$ cat src/rtl/cbos_pkg.sv
package cbos_pkg;

    localparam int NUM_BARS  = 8;
    localparam int NUM_EDGES = NUM_BARS - 1;

    localparam logic [7:0] LUMA_BASE   = 8'd16;
    localparam logic [7:0] CHROMA_BASE = 8'd128;

    typedef enum logic [3:0] {
        ST_HBLANK  = 4'd0,
        ST_WHITE   = 4'd1,
        ST_YELLOW  = 4'd2,
        ST_CYAN    = 4'd3,
        ST_GREEN   = 4'd4,
        ST_MAGENTA = 4'd5,
        ST_RED     = 4'd6,
        ST_BLUE    = 4'd7,
        ST_BLACK   = 4'd8
    } bar_state_e;

    typedef enum logic [1:0] {
        SRC_VIDEO   = 2'b00,
        SRC_OVERLAY = 2'b01,
        SRC_BAR     = 2'b10,
        SRC_BLANK   = 2'b11
    } src_tag_e;

    typedef struct packed {
        logic [7:0] y;
        logic [7:0] cb;
        logic [7:0] cr;
    } ycc_t;

    // Successor of a bar state in left-to-right order.
    function automatic bar_state_e next_bar(input bar_state_e s);
        bar_state_e n;
        unique case (s)
            ST_HBLANK:  n = ST_WHITE;
            ST_WHITE:   n = ST_YELLOW;
            ST_YELLOW:  n = ST_CYAN;
            ST_CYAN:    n = ST_GREEN;
            ST_GREEN:   n = ST_MAGENTA;
            ST_MAGENTA: n = ST_RED;
            ST_RED:     n = ST_BLUE;
            ST_BLUE:    n = ST_BLACK;
            default:    n = ST_BLACK;
        endcase
        return n;
    endfunction

    // Primary-color code {r,g,b} shown by a bar state.
    function automatic logic [2:0] state_rgb(input bar_state_e s);
        logic [2:0] c;
        unique case (s)
            ST_WHITE:   c = 3'b111;
            ST_YELLOW:  c = 3'b110;
            ST_CYAN:    c = 3'b011;
            ST_GREEN:   c = 3'b010;
            ST_MAGENTA: c = 3'b101;
            ST_RED:     c = 3'b100;
            ST_BLUE:    c = 3'b001;
            default:    c = 3'b000;
        endcase
        return c;
    endfunction

    // Full-level Y/Cb/Cr of a primary-color code.
    function automatic ycc_t full_color(input logic [2:0] rgb);
        ycc_t c;
        unique case (rgb)
            3'b111:  c = '{y: 8'd235, cb: 8'd128, cr: 8'd128};
            3'b110:  c = '{y: 8'd210, cb: 8'd16,  cr: 8'd146};
            3'b011:  c = '{y: 8'd170, cb: 8'd166, cr: 8'd16};
            3'b010:  c = '{y: 8'd145, cb: 8'd54,  cr: 8'd34};
            3'b101:  c = '{y: 8'd106, cb: 8'd202, cr: 8'd222};
            3'b100:  c = '{y: 8'd81,  cb: 8'd90,  cr: 8'd240};
            3'b001:  c = '{y: 8'd41,  cb: 8'd240, cr: 8'd110};
            default: c = '{y: 8'd16,  cb: 8'd128, cr: 8'd128};
        endcase
        return c;
    endfunction

endpackage

$ cat src/rtl/cbos_linefsm.sv
module cbos_linefsm
    import cbos_pkg::*;
#(
    parameter int unsigned CW        = 10,
    parameter int unsigned NTSC_LINE = 858,
    parameter int unsigned PAL_LINE  = 864,
    parameter int unsigned NTSC_HB   = 127,
    parameter int unsigned PAL_HB    = 142,
    parameter logic [NUM_EDGES*CW-1:0] NTSC_EDGES = {10'd750, 10'd661, 10'd572, 10'd483,
                                                      10'd394, 10'd305, 10'd216},
    parameter logic [NUM_EDGES*CW-1:0] PAL_EDGES  = {10'd757, 10'd670, 10'd582, 10'd494,
                                                      10'd406, 10'd318, 10'd230}
) (
    input  logic       clk,
    input  logic       rst_n,
    input  logic       pal_sel,
    output bar_state_e state_q,
    output logic       active
);

    logic [CW-1:0] cnt_q;
    logic [CW-1:0] cnt_nxt;
    logic [CW-1:0] line_last;
    logic [CW-1:0] hb_end;
    logic [CW-1:0] cur_edge;
    logic [CW-1:0] edge_tbl [NUM_EDGES];
    logic          wrap;
    logic          advance;
    bar_state_e    state_nxt;

    // Right edge of each bar, picked per standard.
    for (genvar gi = 0; gi < NUM_EDGES; gi++) begin : g_edge
        assign edge_tbl[gi] = pal_sel ? PAL_EDGES[gi*CW +: CW] : NTSC_EDGES[gi*CW +: CW];
    end

    always_comb begin
        line_last = pal_sel ? CW'(PAL_LINE - 1) : CW'(NTSC_LINE - 1);
        hb_end    = pal_sel ? CW'(PAL_HB) : CW'(NTSC_HB);
        wrap      = (cnt_q >= line_last);
        cnt_nxt   = wrap ? '0 : cnt_q + CW'(1);
    end

    // Position at which the current state hands over to its successor.
    always_comb begin
        unique case (state_q)
            ST_HBLANK:  cur_edge = hb_end;
            ST_WHITE:   cur_edge = edge_tbl[0];
            ST_YELLOW:  cur_edge = edge_tbl[1];
            ST_CYAN:    cur_edge = edge_tbl[2];
            ST_GREEN:   cur_edge = edge_tbl[3];
            ST_MAGENTA: cur_edge = edge_tbl[4];
            ST_RED:     cur_edge = edge_tbl[5];
            ST_BLUE:    cur_edge = edge_tbl[6];
            default:    cur_edge = line_last;
        endcase
        advance = (cnt_nxt >= cur_edge) && (state_q != ST_BLACK);
    end

    always_comb begin
        if (wrap) begin
            state_nxt = ST_HBLANK;
        end else if (advance) begin
            state_nxt = next_bar(state_q);
        end else begin
            state_nxt = state_q;
        end
    end

    // State register
    always_ff @(posedge clk) begin
        if (!rst_n) begin
            cnt_q   <= '0;
            state_q <= ST_HBLANK;
        end else begin
            cnt_q   <= cnt_nxt;
            state_q <= state_nxt;
        end
    end

    // Outputs
    always_comb begin
        active = (state_q != ST_HBLANK);
    end

    AST_WRAP_TO_BLANK: assert property (@(posedge clk) disable iff (!rst_n)
        (cnt_q == line_last) |=> (cnt_q == '0 && state_q == ST_HBLANK));

    AST_BLANK_SPAN: assert property (@(posedge clk) disable iff (!rst_n)
        ($stable(pal_sel) && state_q == ST_HBLANK) |-> (cnt_q < hb_end));

    AST_WHITE_ENTRY: assert property (@(posedge clk) disable iff (!rst_n)
        ($stable(pal_sel) && state_q == ST_WHITE) |-> (cnt_q >= hb_end && cnt_q < edge_tbl[0]));

endmodule

$ cat src/rtl/cbos_colorgen.sv
module cbos_colorgen
    import cbos_pkg::*;
(
    input  logic [2:0] rgb,
    input  logic [1:0] level,
    output ycc_t       color
);

    ycc_t       full;
    logic [2:0] mult;

    // base + floor((full - base) * mult / 4)
    function automatic logic [7:0] scale_comp(input logic [7:0] fullv,
                                              input logic [7:0] base,
                                              input logic [2:0] m);
        logic signed [9:0]  diff;
        logic signed [12:0] prod;
        logic signed [12:0] res;
        diff = $signed({2'b00, fullv}) - $signed({2'b00, base});
        prod = 13'(diff) * $signed({10'b0, m});
        res  = (prod >>> 2) + $signed({5'b0, base});
        return res[7:0];
    endfunction

    always_comb begin
        full     = full_color(rgb);
        mult     = {1'b0, level} + 3'd1;
        color.y  = scale_comp(full.y,  LUMA_BASE,   mult);
        color.cb = scale_comp(full.cb, CHROMA_BASE, mult);
        color.cr = scale_comp(full.cr, CHROMA_BASE, mult);
    end

endmodule

$ cat src/rtl/cbos_srcsel.sv
module cbos_srcsel
    import cbos_pkg::*;
(
    input  logic     clk,
    input  logic     rst_n,
    input  logic     active,
    input  logic     bar_en,
    input  logic     ovl_en,
    input  ycc_t     bar_col,
    input  ycc_t     ovl_col,
    input  ycc_t     vid_col,
    output ycc_t     out_q,
    output src_tag_e src_q
);

    localparam ycc_t BLACK = '{y: LUMA_BASE, cb: CHROMA_BASE, cr: CHROMA_BASE};

    src_tag_e sel;
    ycc_t     pick;

    // Priority: blanking, then bar, then overlay, then video.
    always_comb begin
        if (!active) begin
            sel = SRC_BLANK;
        end else if (bar_en) begin
            sel = SRC_BAR;
        end else if (ovl_en) begin
            sel = SRC_OVERLAY;
        end else begin
            sel = SRC_VIDEO;
        end
        unique case (sel)
            SRC_BAR:     pick = bar_col;
            SRC_OVERLAY: pick = ovl_col;
            SRC_VIDEO:   pick = vid_col;
            default:     pick = BLACK;
        endcase
    end

    always_ff @(posedge clk) begin
        if (!rst_n) begin
            out_q <= BLACK;
            src_q <= SRC_BLANK;
        end else begin
            out_q <= pick;
            src_q <= sel;
        end
    end

    AST_BAR_FIRST: assert property (@(posedge clk) disable iff (!rst_n)
        (active && bar_en) |=> (src_q == SRC_BAR));

    AST_OVERLAY_SECOND: assert property (@(posedge clk) disable iff (!rst_n)
        (active && !bar_en && ovl_en) |=> (src_q == SRC_OVERLAY));

    AST_VIDEO_PASS: assert property (@(posedge clk) disable iff (!rst_n)
        (active && !bar_en && !ovl_en) |=> (src_q == SRC_VIDEO && out_q == $past(vid_col)));

    AST_BLANK_BLACK: assert property (@(posedge clk) disable iff (!rst_n)
        !active |=> (src_q == SRC_BLANK && out_q.y == 8'd16 &&
                     out_q.cb == 8'd128 && out_q.cr == 8'd128));

    AST_LUMA_RANGE: assert property (@(posedge clk) disable iff (!rst_n)
        (src_q == SRC_BAR || src_q == SRC_OVERLAY) |-> (out_q.y >= 8'd16 && out_q.y <= 8'd235));

endmodule

$ cat src/rtl/cbar_ovl_sel.sv
module cbar_ovl_sel
    import cbos_pkg::*;
#(
    parameter int unsigned CW        = 10,
    parameter int unsigned NTSC_LINE = 858,
    parameter int unsigned PAL_LINE  = 864,
    parameter int unsigned NTSC_HB   = 127,
    parameter int unsigned PAL_HB    = 142
) (
    input  logic       clk,
    input  logic       rst_n,
    input  logic       pal_sel,
    input  logic       bar_en,
    input  logic       ovl_en,
    input  logic       ovl_r,
    input  logic       ovl_g,
    input  logic       ovl_b,
    input  logic [1:0] level,
    input  logic [7:0] vid_y,
    input  logic [7:0] vid_cb,
    input  logic [7:0] vid_cr,
    output logic [7:0] out_y,
    output logic [7:0] out_cb,
    output logic [7:0] out_cr,
    output logic [1:0] out_src
);

    bar_state_e line_state;
    logic       line_active;
    ycc_t       bar_col;
    ycc_t       ovl_col;
    ycc_t       vid_col;
    ycc_t       sel_col;
    src_tag_e   sel_src;

    cbos_linefsm #(
        .CW        (CW),
        .NTSC_LINE (NTSC_LINE),
        .PAL_LINE  (PAL_LINE),
        .NTSC_HB   (NTSC_HB),
        .PAL_HB    (PAL_HB)
    ) u_linefsm (
        .clk     (clk),
        .rst_n   (rst_n),
        .pal_sel (pal_sel),
        .state_q (line_state),
        .active  (line_active)
    );

    cbos_colorgen u_bar_gen (
        .rgb   (state_rgb(line_state)),
        .level (level),
        .color (bar_col)
    );

    cbos_colorgen u_ovl_gen (
        .rgb   ({ovl_r, ovl_g, ovl_b}),
        .level (level),
        .color (ovl_col)
    );

    assign vid_col = '{y: vid_y, cb: vid_cb, cr: vid_cr};

    cbos_srcsel u_srcsel (
        .clk     (clk),
        .rst_n   (rst_n),
        .active  (line_active),
        .bar_en  (bar_en),
        .ovl_en  (ovl_en),
        .bar_col (bar_col),
        .ovl_col (ovl_col),
        .vid_col (vid_col),
        .out_q   (sel_col),
        .src_q   (sel_src)
    );

    assign out_y   = sel_col.y;
    assign out_cb  = sel_col.cb;
    assign out_cr  = sel_col.cr;
    assign out_src = sel_src;

endmodule

$ cat config.mk
export PLATFORM = sky130hd
export DESIGN_NAME = cbar_ovl_sel
export DESIGN_NICKNAME = d
export VERILOG_FILES = /design/src/rtl/cbos_pkg.sv /design/src/rtl/cbos_linefsm.sv /design/src/rtl/cbos_colorgen.sv /design/src/rtl/cbos_srcsel.sv /design/src/rtl/cbar_ovl_sel.sv
export SDC_FILE = /design/constraint.sdc
export NUM_CORES = 1
export LEC_CHECK = 0
export BUFFER_PORTS_ARGS = -buffer_cell sky130_fd_sc_hd__buf_2
export CAP_MARGIN = 30
export CELL_PAD_IN_SITES_DETAIL_PLACEMENT = 1
export CELL_PAD_IN_SITES_GLOBAL_PLACEMENT = 1
export CORE_AREA = 2 2 122 124
export DETAILED_ROUTE_END_ITERATION = 8
export DIE_AREA = 0 0 124 126
export PLACE_DENSITY_LB_ADDON = 0.1
export SLEW_MARGIN = 20
export SYNTH_ARGS = -nofsm -noshare
export SYNTH_HDL_FRONTEND = slang
export SYNTH_SLANG_ARGS = --single-unit
$ cat constraint.sdc
create_clock -name clk -period 5.4 [get_ports clk]
set_clock_uncertainty 0.05 [all_clocks]
set_input_delay 0.54 -clock clk [delete_from_list [all_inputs] [get_ports clk]]
set_output_delay 0.54 -clock clk [all_outputs]
set_load 0.005 [all_outputs]
Word level (Yosys, flattened, before mapping)
Memories as Yosys holds them, arrays and structs flattened. A register that Yosys moved wholly into a read port is not among the register bits.
Cells that the tools add are included.
Storage, ports and cells
  register bits after elaboration: 40
  bits in read-only memories: 32
  input bits: 34
  output and inout port bits: 26
  memories: 1
Operators by class
  $add $sub $neg: 14
  multiply operators: 6
  magnitude comparators: 2
  equality and inequality tests: 24
  multiplexer cells: 21
  bitwise logic cells: 1
  reduce and logical (&&, ||, !) cells: 5
Memories
  (no name shown): depth 8, bits a word 4, rd ports 1, clocked after memory_dff 1, write ports 0, RTL line cbos_pkg.sv:37  | unique case (s)
Operators with widths (count)
  one-hot mux 24 bit (7 select lines): 2
  one-hot mux 10 bit (8 select lines): 1
  one-hot mux 24 bit (3 select lines): 1
  multiplier 9 x 4 -> 10 bit: 6
  subtractor 8 x 8 -> 9 bit (second input constant): 4
  adder 8 bit (second input constant): 4
  equality test 3 bit (second input constant): 8
  one-hot mux 3 bit (7 select lines): 1
  greater-or-equal comparator 10 bit: 2
  subtractor 8 x 5 -> 9 bit (second input constant): 2
  adder 8 x 6 -> 8 bit (second input constant): 2
  equality test 4 x 3 -> 1 bit (second input constant): 4
  2-to-1 mux 4 bit: 4
  equality test 3 x 2 -> 1 bit (second input constant): 4
  adder 10 x 1 -> 10 bit (second input constant): 1
  2-to-1 mux 10 bit: 1
  2-to-1 mux 5 bit: 2
  2-to-1 mux 3 bit: 3
  equality test 4 x 2 -> 1 bit (second input constant): 2
  2-to-1 mux 8 bit: 1
  2-to-1 mux 7 bit: 1
  equality test 3 x 1 -> 1 bit (second input constant): 2
  2-to-1 mux 6 bit: 1
  equality test 4 x 1 -> 1 bit (second input constant): 1
  12 further kinds: 13

Logic depth before layout (Yosys ltp)
Gate-level depths: netlist of run 1.
  depth after elaboration: 8
  mapped depth: 23
  mapped depth without buffers: 21

Cells and area by module
A second synthesis of run 1 with hierarchy kept.
Unflattened totals
  cell total of the unflattened synthesis: 768
  area, all modules: 6660.1 sq um
By module, submodules not included
  cbos_colorgen (u_ovl_gen): instances 1, cells each 240, area each 1979.4 sq um, sequential area each 0.0 sq um
  cbos_colorgen (u_bar_gen): instances 1, cells each 239, area each 1951.9 sq um, sequential area each 0.0 sq um
  cbos_srcsel: instances 1, cells each 114, area each 1351.3 sq um, sequential area each 520.5 sq um
  cbos_linefsm: instances 1, cells each 169, area each 1336.3 sq um, sequential area each 360.3 sq um
  cbar_ovl_sel: instances 1, cells each 6, area each 41.3 sq um, sequential area each 0.0 sq um

Worst setup path before layout of run 1
OpenSTA, ideal clock, no wires.
  path type: input port to flip-flop
  from: in ovl_g
  to: reg u_srcsel.out_q[23] in the netlist's numbering
  data arrival time: 4.411 ns
  data required time: 5.288 ns
  slack: 0.877 ns
  cell stages on the path: 18
  path buffers: 1
  cell sequence: inv_1 -> ha_1 -> buf_4 -> a21oi_1 -> nand2_1 -> o21ai_0 -> ha_1 -> or3b_1 -> or3_2 -> fa_1 -> inv_1 -> ha_1 -> a2111oi_0 -> o2bb2ai_1 -> xnor2_1 -> mux2i_1 -> or3_1 -> nand3_1
Between the ends
  longest elaborated chain between the ends: 6
  elaborated cells between the ends (all ways): 12
  those cells by class: add/sub: 2; mul: 1; eq/ne: 7; mux: 2
Ends and longest elaborated chain
  start, declared: RTL line cbar_ovl_sel.sv:16  | input logic ovl_g,
  equality test 3 x 1 -> 1 bit (tied with other cells): RTL line cbos_pkg.sv:70  | unique case (rgb)
  one-hot mux 24 bit (7 select lines) (*): RTL line cbos_pkg.sv:70
  subtractor 8 x 5 -> 9 bit (*): RTL line cbos_colorgen.sv:19  | diff = $signed({2'b00, fullv}) - $signed({2'b00, base});
  multiplier 9 x 4 -> 10 bit (*): RTL line cbos_colorgen.sv:20  | prod = 13'(diff) * $signed({10'b0, m});
  adder 8 x 6 -> 8 bit (*): RTL line cbos_colorgen.sv:21  | res = (prod >>> 2) + $signed({5'b0, base});
  one-hot mux 24 bit (3 select lines) (*): RTL line cbos_srcsel.sv:32  | unique case (sel)
  end signal, assigned: RTL line cbos_srcsel.sv:45  | out_q <= pick;
  end, declared: RTL line cbos_srcsel.sv:12  | output ycc_t out_q,
Mark *: on every way between the ends. The rest lies on a longest branch, timed or not.
A chain may end at the register's enable or synchronous reset.

Worst setup path in the final report of run 1
  from: reg u_linefsm.state_q[0]
  to: reg u_srcsel.out_q[7] in the netlist's numbering
Between the ends
  longest elaborated chain between the ends: 8
  elaborated cells between the ends (all ways): 25
  those cells by class: add/sub: 2; mul: 1; eq/ne: 16; mux: 4; reduce/logical: 2
Ends and longest elaborated chain
  start, declared: RTL line cbos_linefsm.sv:17  | output bar_state_e state_q,
  start signal, assigned: RTL line cbos_linefsm.sv:76  | state_q <= state_nxt;
  equality test 4 x 3 -> 1 bit (tied with other cells): RTL line cbos_pkg.sv:54  | unique case (s)
  one-hot mux 3 bit (7 select lines): RTL line cbos_pkg.sv:54
  equality test 3 x 1 -> 1 bit (tied with other cells): RTL line cbos_pkg.sv:70
  one-hot mux 24 bit (7 select lines): RTL line cbos_pkg.sv:70
  subtractor 8 x 8 -> 9 bit: RTL line cbos_colorgen.sv:19
  multiplier 9 x 4 -> 10 bit: RTL line cbos_colorgen.sv:20
  adder 8 bit: RTL line cbos_colorgen.sv:21
  one-hot mux 24 bit (3 select lines) (*): RTL line cbos_srcsel.sv:32
Marks and branches as above.

==> results of run 1 <==
==> report_power, final <==
group | internal, mW | switching [mW] | leakage, nW
combinational | 0.192 | 0.280 | 3.25
sequential | 0.339 | 0.0160 | 0.356
clock | 0.185 | 0.135 | 0.0701
==> per-layer routing <==
metal,wire [microns],up-vias
li1,-,2786
met1,8510,2762
met2,8160,99
met3,511,29
met4,425,0
met5,0,-
==> synthesized netlist by cell type (5+ instances only) <==
cell	number
a31oi_1	5
dfxtp_1	44
a21o_1	14
or3_1	11
xnor2_1	36
a211oi_1	9
mux2i_1	13
xor2_1	18
nor2_1	113
nand3_1	10
ha_1	111
nor2b_1	8
nand2b_1	14
nor3_1	15
and2_1	21
inv_1	122
nand2_1	26
fa_1	34
o21bai_1	10
o21ai_0	25
and3_1	7
clkbuf_1	24
a21oi_1	54
or2_2	13
==> worst max-delay path by stage <==
stage                                          endpoint  slack (ns)  cells past startpoint
final                      u_srcsel.out_q[7]$_SDFF_PN1_        0.41                     19
after global routing       u_srcsel.out_q[7]$_SDFF_PN1_        0.02                     19
after CTS                  u_srcsel.out_q[7]$_SDFF_PN1_        0.38                     19
after detailed placement  u_srcsel.out_q[23]$_SDFF_PN0_        0.30                     18
after global placement    u_srcsel.out_q[23]$_SDFF_PN0_        0.54                     18
after floorplan           u_srcsel.out_q[23]$_SDFF_PN0_        0.88                     18
==> worst min-delay path: stages (launching register included) <==
cell and delay, ns:
dfxtp_1 0.30, a21oi_1 0.05, nor2_1 0.07
==> area by class of cell <==
class	count	share of cell area [%]
Multi-Input combinational cell	621	69.9
Sequential cell	44	12.5
Inverter	125	6.67
Timing Repair Buffer	70	5.48
Tap cell	184	3.28
Clock buffer	7	2.03
Clock inverter	1	0.107
==> state kept, by name (all words and copies together) (netlist names), named ones only <==
register	cells
u_linefsm.state_q	4
u_srcsel.out_q	24
u_linefsm.cnt_q	10
u_srcsel.src_q	2
==> stage by stage <==
stage	utilization (%)	instance area [sq um]	hold WS [ns]	worst slack [ns]	std cells
floorplan	-	6420	0.383	0.877	824
global placement	48.0	6860	0.389	0.538	1043
detailed placement	48.0	6860	0.398	0.299	1043
CTS	49.0	7010	0.412	0.376	1051
global route	49.1	7030	0.451	0.0156	1052
finish	49.1	7030	0.404	0.408	1052
==> logic make-up after synthesis <==
logic type               after synthesis  share of synthesized area (%)
multiplexers                          17                           2.73
XOR/XNOR                              54                           7.38
flip-flops                            44                           13.7
AO/OA/AOI/OAI                        151                           15.0
other                                  2                          0.117
adder cells (fa/ha/maj)              145                           32.3
AND/OR/NAND/NOR                      250                           19.0
buffers and inverters                159                           9.70
==> cells in the final DEF (no fill, tap or decap), types with 21 or more instances in the layout <==
cell / Yosys / final
inv_1: 122 / 122
a21oi_1: 54 / 54
and2_1: 21 / 21
xnor2_1: 36 / 36
nor2_1: 113 / 113
ha_1: 111 / 111
buf_2: 2 / 59
dfxtp_1: 44 / 44
nand2_1: 26 / 26
o21ai_0: 25 / 25
fa_1: 34 / 34
==> impl_metrics.csv, run 1 <==
group,metric,value,unit
setup_path,crit_path_end_kind,"register",
pwr,ir_drop,0.117,mV
setup_path,cpMaxStageDelayCell,"dfxtp_1",
global_route,use_met3,2.94,%
cells_and_area,multiInputGateArea,4910,sq um
global_route,grt_util_met1,31.6,%
worst_hold_path,hold_end,"u_linefsm.state_q[3]$_SDFFE_PP0P_",
cts,clock_sinks,44,
sta,worst_pin_slew,0.681,ns
setup_path,worstPathRequired,5.51,ns
cts,clk_pin_slew,0.06,ns
route,remaining_drc_errors,0,
cells_and_area,fill_cells,1837,
setup_path,crit_top_cell,"inv_1",
worst_hold_path,hold_class,"reg -> reg",
die,dieArea,15600,sq um
synth,synth_top_area_share,21.7,%
setup_path,cp_top_family,"adder cells",
pwr,leakage,3.68,nW
route,drtPass1Iterations,5,
pwr,p_per_area,163,nW/um^2
cts,cts_buffers,5,
setup_path,cp-start-kind,"register",
global_route,grt_pass1_vias,5931,
setup_path,r2r-start,"u_linefsm.state_q[0]$_SDFFE_PP0P_",
synth,synth_top_area_cell,"ha_1",
cells_and_area,num_antenna_cells,0,
setup_path,timing.rr.end,"u_srcsel.out_q[7]$_SDFF_PN1_",
cts,cts-root-buf,"clkbuf_16",
cts,holdBufCountCts,0,
cells_and_area,drive_above_1_share,11.6,%
sta,slew_violations,0,
synth,syn_area_per_cell,7.80,sq um
global_route,antenna_found_initial,0,
sta,totalNegativeSetupSlack,0,ns
pwr,finalPower,1.15,mW
sta,relSlewSlack,54.2,%
setup_path,critPathMaxStageDelay,0.62,ns
synth,netlist_area,6410,sq um
cells_and_area,areaGrowthSynthToFinish,9.68,%
die,initial_core_util,44.8,%
die,die_x,124,microns
global_route,grt_first_pass_wirelength,28.7,mm
die,core-area,14300,sq um
sta,finalCritPeriodShare,92.4,%
synth,dominantRegCellSynth,"dfxtp_1",
sta,timing.fmax,200,MHz
cells_and_area,seq_area,881,sq um
cts,cts_resized,0,
global_route,grt_max_degree,33,
cells_and_area,final_nets,1046,
synth,async_flop_share,0,%
setup_path,critPathBufInv,4,
synth,synth-edff-count,0,
die,die_h,126,microns
route,vias,5676,
synth,ys_seq_area_share,13.7,%
global_route,grt_util_met2,38.0,%
synth,synth_seq_cells,44,
synth,synth_cell_types,57,
flow_run,cap_violations,0,
worst_hold_path,hold_path_depth,2,
sta,hold_viol,0,
die,rows,44,
global_route,busiest_layer,"met2",
global_route,overflow,0,
sta,setup_viol,0,
cts,clk_path_buf_depth,2,
setup_path,crit_type,"reg -> reg",
place,gp_congestion,0.868,
setup_path,reg2reg_depth,19,
sta,rsz0062_at_grt,"false",
route,antenna_left,0,
synth,synth_area_leaders,"ha_1 (22%), dfxtp_1 (14%), fa_1 (11%)",
route,drt-total-wl,17.6,mm
sta,fin_crit,4.99,ns
cts,cts_setup_buffers,0,
route,drt_iter0_markers,270,
setup_path,crit_arrival,5.10,ns
cts,htree_levels,2,
status,status,"finished clean",
place,io_buffer_count,59,
synth,postSynthCellCount,822,
setup_path,crit_chain,"inv_1 > nor2_1 > inv_1 > ha_1 > or2_2 > or3_1 > o21ai_1 > nor2_1 > ha_1 > inv_1 > fa_1 > inv_1 > ha_1 > a21oi_1 > o21bai_1 > a31oi_1 > xnor2_1 > a221oi_1 > o21ai_0",
route,via_per_inst,5.40,
cts,clk_latency,0.29,ns
global_route,grt.total_usage,23.1,%
setup_path,critPathMaxFanout,16,
synth,yosysWarnings,0,
place,dp_hpwl,14.5,mm
cts,cts_tree,"done",
die,ios,60,
setup_path,r2r_slack,0.41,ns
route,wire_per_inst,16.7,microns
setup_path,startpoint,"u_linefsm.state_q[0]$_SDFFE_PP0P_",
Note: power is estimated with default switching activity, not from simulation.
==> run 2: changes to the inputs <==
Clock period 5.4 ns to 5.6 ns, I/O delays scaled along.
==> impl_metrics.csv, run 2 (synthesis results as in run 1) <==
group,metric,value,unit
status,status,"finished clean",
sta,rsz0062_at_grt,"false",
cts,clk_latency,0.29,ns
worst_hold_path,hold_class,"reg -> reg",
route,antenna_left,0,
pwr,leakage,3.66,nW
cts,cts-root-buf,"clkbuf_16",
cells_and_area,areaGrowthSynthToFinish,9.33,%
setup_path,r2r_slack,0.64,ns
cts,cts_buffers,5,
die,rows,44,
cells_and_area,largest_registers,"u_srcsel.out_q: 24 flops, u_linefsm.cnt_q: 10 flops, u_linefsm.state_q: 4 flops",
global_route,antenna_found_initial,0,
sta,timing.fmax,202,MHz
global_route,grt_first_pass_wirelength,29.2,mm
cells_and_area,multiInputGateArea,4910,sq um
sta,worst_pin_slew,0.683,ns
cts,cts_setup_buffers,0,
sta,slew_violations,0,
setup_path,r2r-start,"u_linefsm.state_q[0]$_SDFFE_PP0P_",
pwr,ir_drop,0.104,mV
setup_path,crit_path_end,"u_srcsel.out_q[7]$_SDFF_PN1_",
route,remaining_drc_errors,0,
die,die_x,124,microns
cells_and_area,final_nets,1044,
setup_path,critPathMaxFanout,16,
cells_and_area,seq_area,881,sq um
cells_and_area,postLayoutCellArea,7010,sq um
sta,hold_viol,0,
pwr,p_per_area,157,nW/um^2
die,dieArea,15600,sq um
global_route,grt_pass1_vias,6027,
route,drtPass1Iterations,4,
cts,cts_resized,0,
cells_and_area,mostFrequentLayoutCells,"inv_1 (122), nor2_1 (113), ha_1 (111), buf_2 (59), a21oi_1 (54)",
cells_and_area,num_antenna_cells,0,
die,initial_core_util,44.8,%
die,die_h,126,microns
cts,htree_levels,2,
setup_path,crit_arrival,5.08,ns
setup_path,reg2reg_depth,19,
global_route,grt_max_degree,33,
cts,clock_sinks,44,
setup_path,crit_path_end_kind,"register",
sta,setup_slack,0.644,ns
place,place_area,6860,sq um
place,preCtsSetupSlack,0.443,ns
setup_path,crit_type,"reg -> reg",
cts,cts_tree,"done",
cells_and_area,fin_util,49.0,%
place,gp_congestion,0.850,
die,core-area,14300,sq um
route,vias,5602,
global_route,overflow,0,
sta,holdWs,0.411,ns
sta,relSlewSlack,54.2,%
cts,holdBufCountCts,0,
setup_path,cp-start-kind,"register",
cts,clk_path_buf_depth,2,
cells_and_area,final_common_cell,"inv_1",
setup_path,startpoint,"u_linefsm.state_q[0]$_SDFFE_PP0P_",
sta,finalCritPeriodShare,88.5,%
place,dp_hpwl,14.2,mm
route,wire_per_inst,16.5,microns
die,ios,60,
sta,totalNegativeSetupSlack,0,ns
route,via_per_inst,5.34,
sta,setup_viol,0,
flow_run,cap_violations,0,
cts,clk_pin_slew,0.07,ns
place,io_buffer_count,59,
setup_path,worstPathRequired,5.72,ns
global_route,grt.total_usage,23.4,%
setup_path,timing.rr.end,"u_srcsel.out_q[7]$_SDFF_PN1_",
route,drt-total-wl,17.4,mm
sta,fin_crit,4.96,ns
cells_and_area,drive_above_1_share,11.4,%
cells_and_area,fill_cells,1816,
cells_and_area,largest_reg_flops,24,
cells_and_area,largest_register,"u_srcsel.out_q",
route,drt_iter0_markers,238,
==> run 2: cell types whose count changed in the layout (fill, tap and decap cells not counted) <==
cell	change
buf_4	-1
buf_8	-1
==> run 2: worst min-delay path by stage <==
stage | start | end | depth (start not counted)
floorplan | register | u_linefsm.state_q[3]$_SDFFE_PP0P_ | 2
global placement | register | u_linefsm.state_q[3]$_SDFFE_PP0P_ | 2
detailed placement | register | u_linefsm.state_q[3]$_SDFFE_PP0P_ | 2
CTS | register | u_linefsm.state_q[3]$_SDFFE_PP0P_ | 2
global route | vid_cb[5] | u_srcsel.out_q[13]$_SDFF_PN0_ | 3
finish | register | u_linefsm.state_q[3]$_SDFFE_PP0P_ | 2
==> run 2: layout make-up <==
cell class                      count  share of cell area [%]
Multi-Input combinational cell    621                    70.1
Sequential cell                    44                    12.6
Inverter                          125                    6.70
Timing Repair Buffer               68                    5.18
Tap cell                          184                    3.29
Clock buffer                        7                    2.04
Clock inverter                      1                   0.107
==> run 2: per-stage QoR <==
step | power, mW | std cells
floorplan | 0.676 | 824
global placement | 0.779 | 1042
detailed placement | 0.799 | 1042
CTS | 1.12 | 1050
global route | 1.19 | 1050
finish | 1.10 | 1050
==> run 2: layer usage <==
layer / wire (microns) / track usage, % / part of all wire, % / up-vias
li1: - / - / - / 2786
met3: 663 / 3.08 / 3.8 / 15
met5: 0 / 0 / 0 / -
met2: 8430 / 40.8 / 49 / 83
met1: 8080 / 31.1 / 47 / 2718
met4: 199 / 4.03 / 1.1 / 0
==> run 2: report_power, final <==
part	switching [mW]	internal [mW]	total [mW]
registers	0.0150	0.327	0.342
logic	0.267	0.183	0.451
clock network	0.132	0.178	0.310
==> run 2: critical path, cell delays in order, from the launching register on <==
cell	delay, ns
dfxtp_1	0.62
inv_1	0.18
nor2_1	0.31
inv_1	0.24
ha_1	0.30
or2_2	0.32
or3_1	0.30
o21ai_1	0.15
nor2_1	0.07
ha_1	0.28
inv_1	0.05
fa_1	0.54
inv_1	0.04
ha_1	0.32
a21oi_1	0.15
o21bai_1	0.11
a31oi_1	0.24
xnor2_1	0.17
a221oi_1	0.26
o21ai_0	0.12
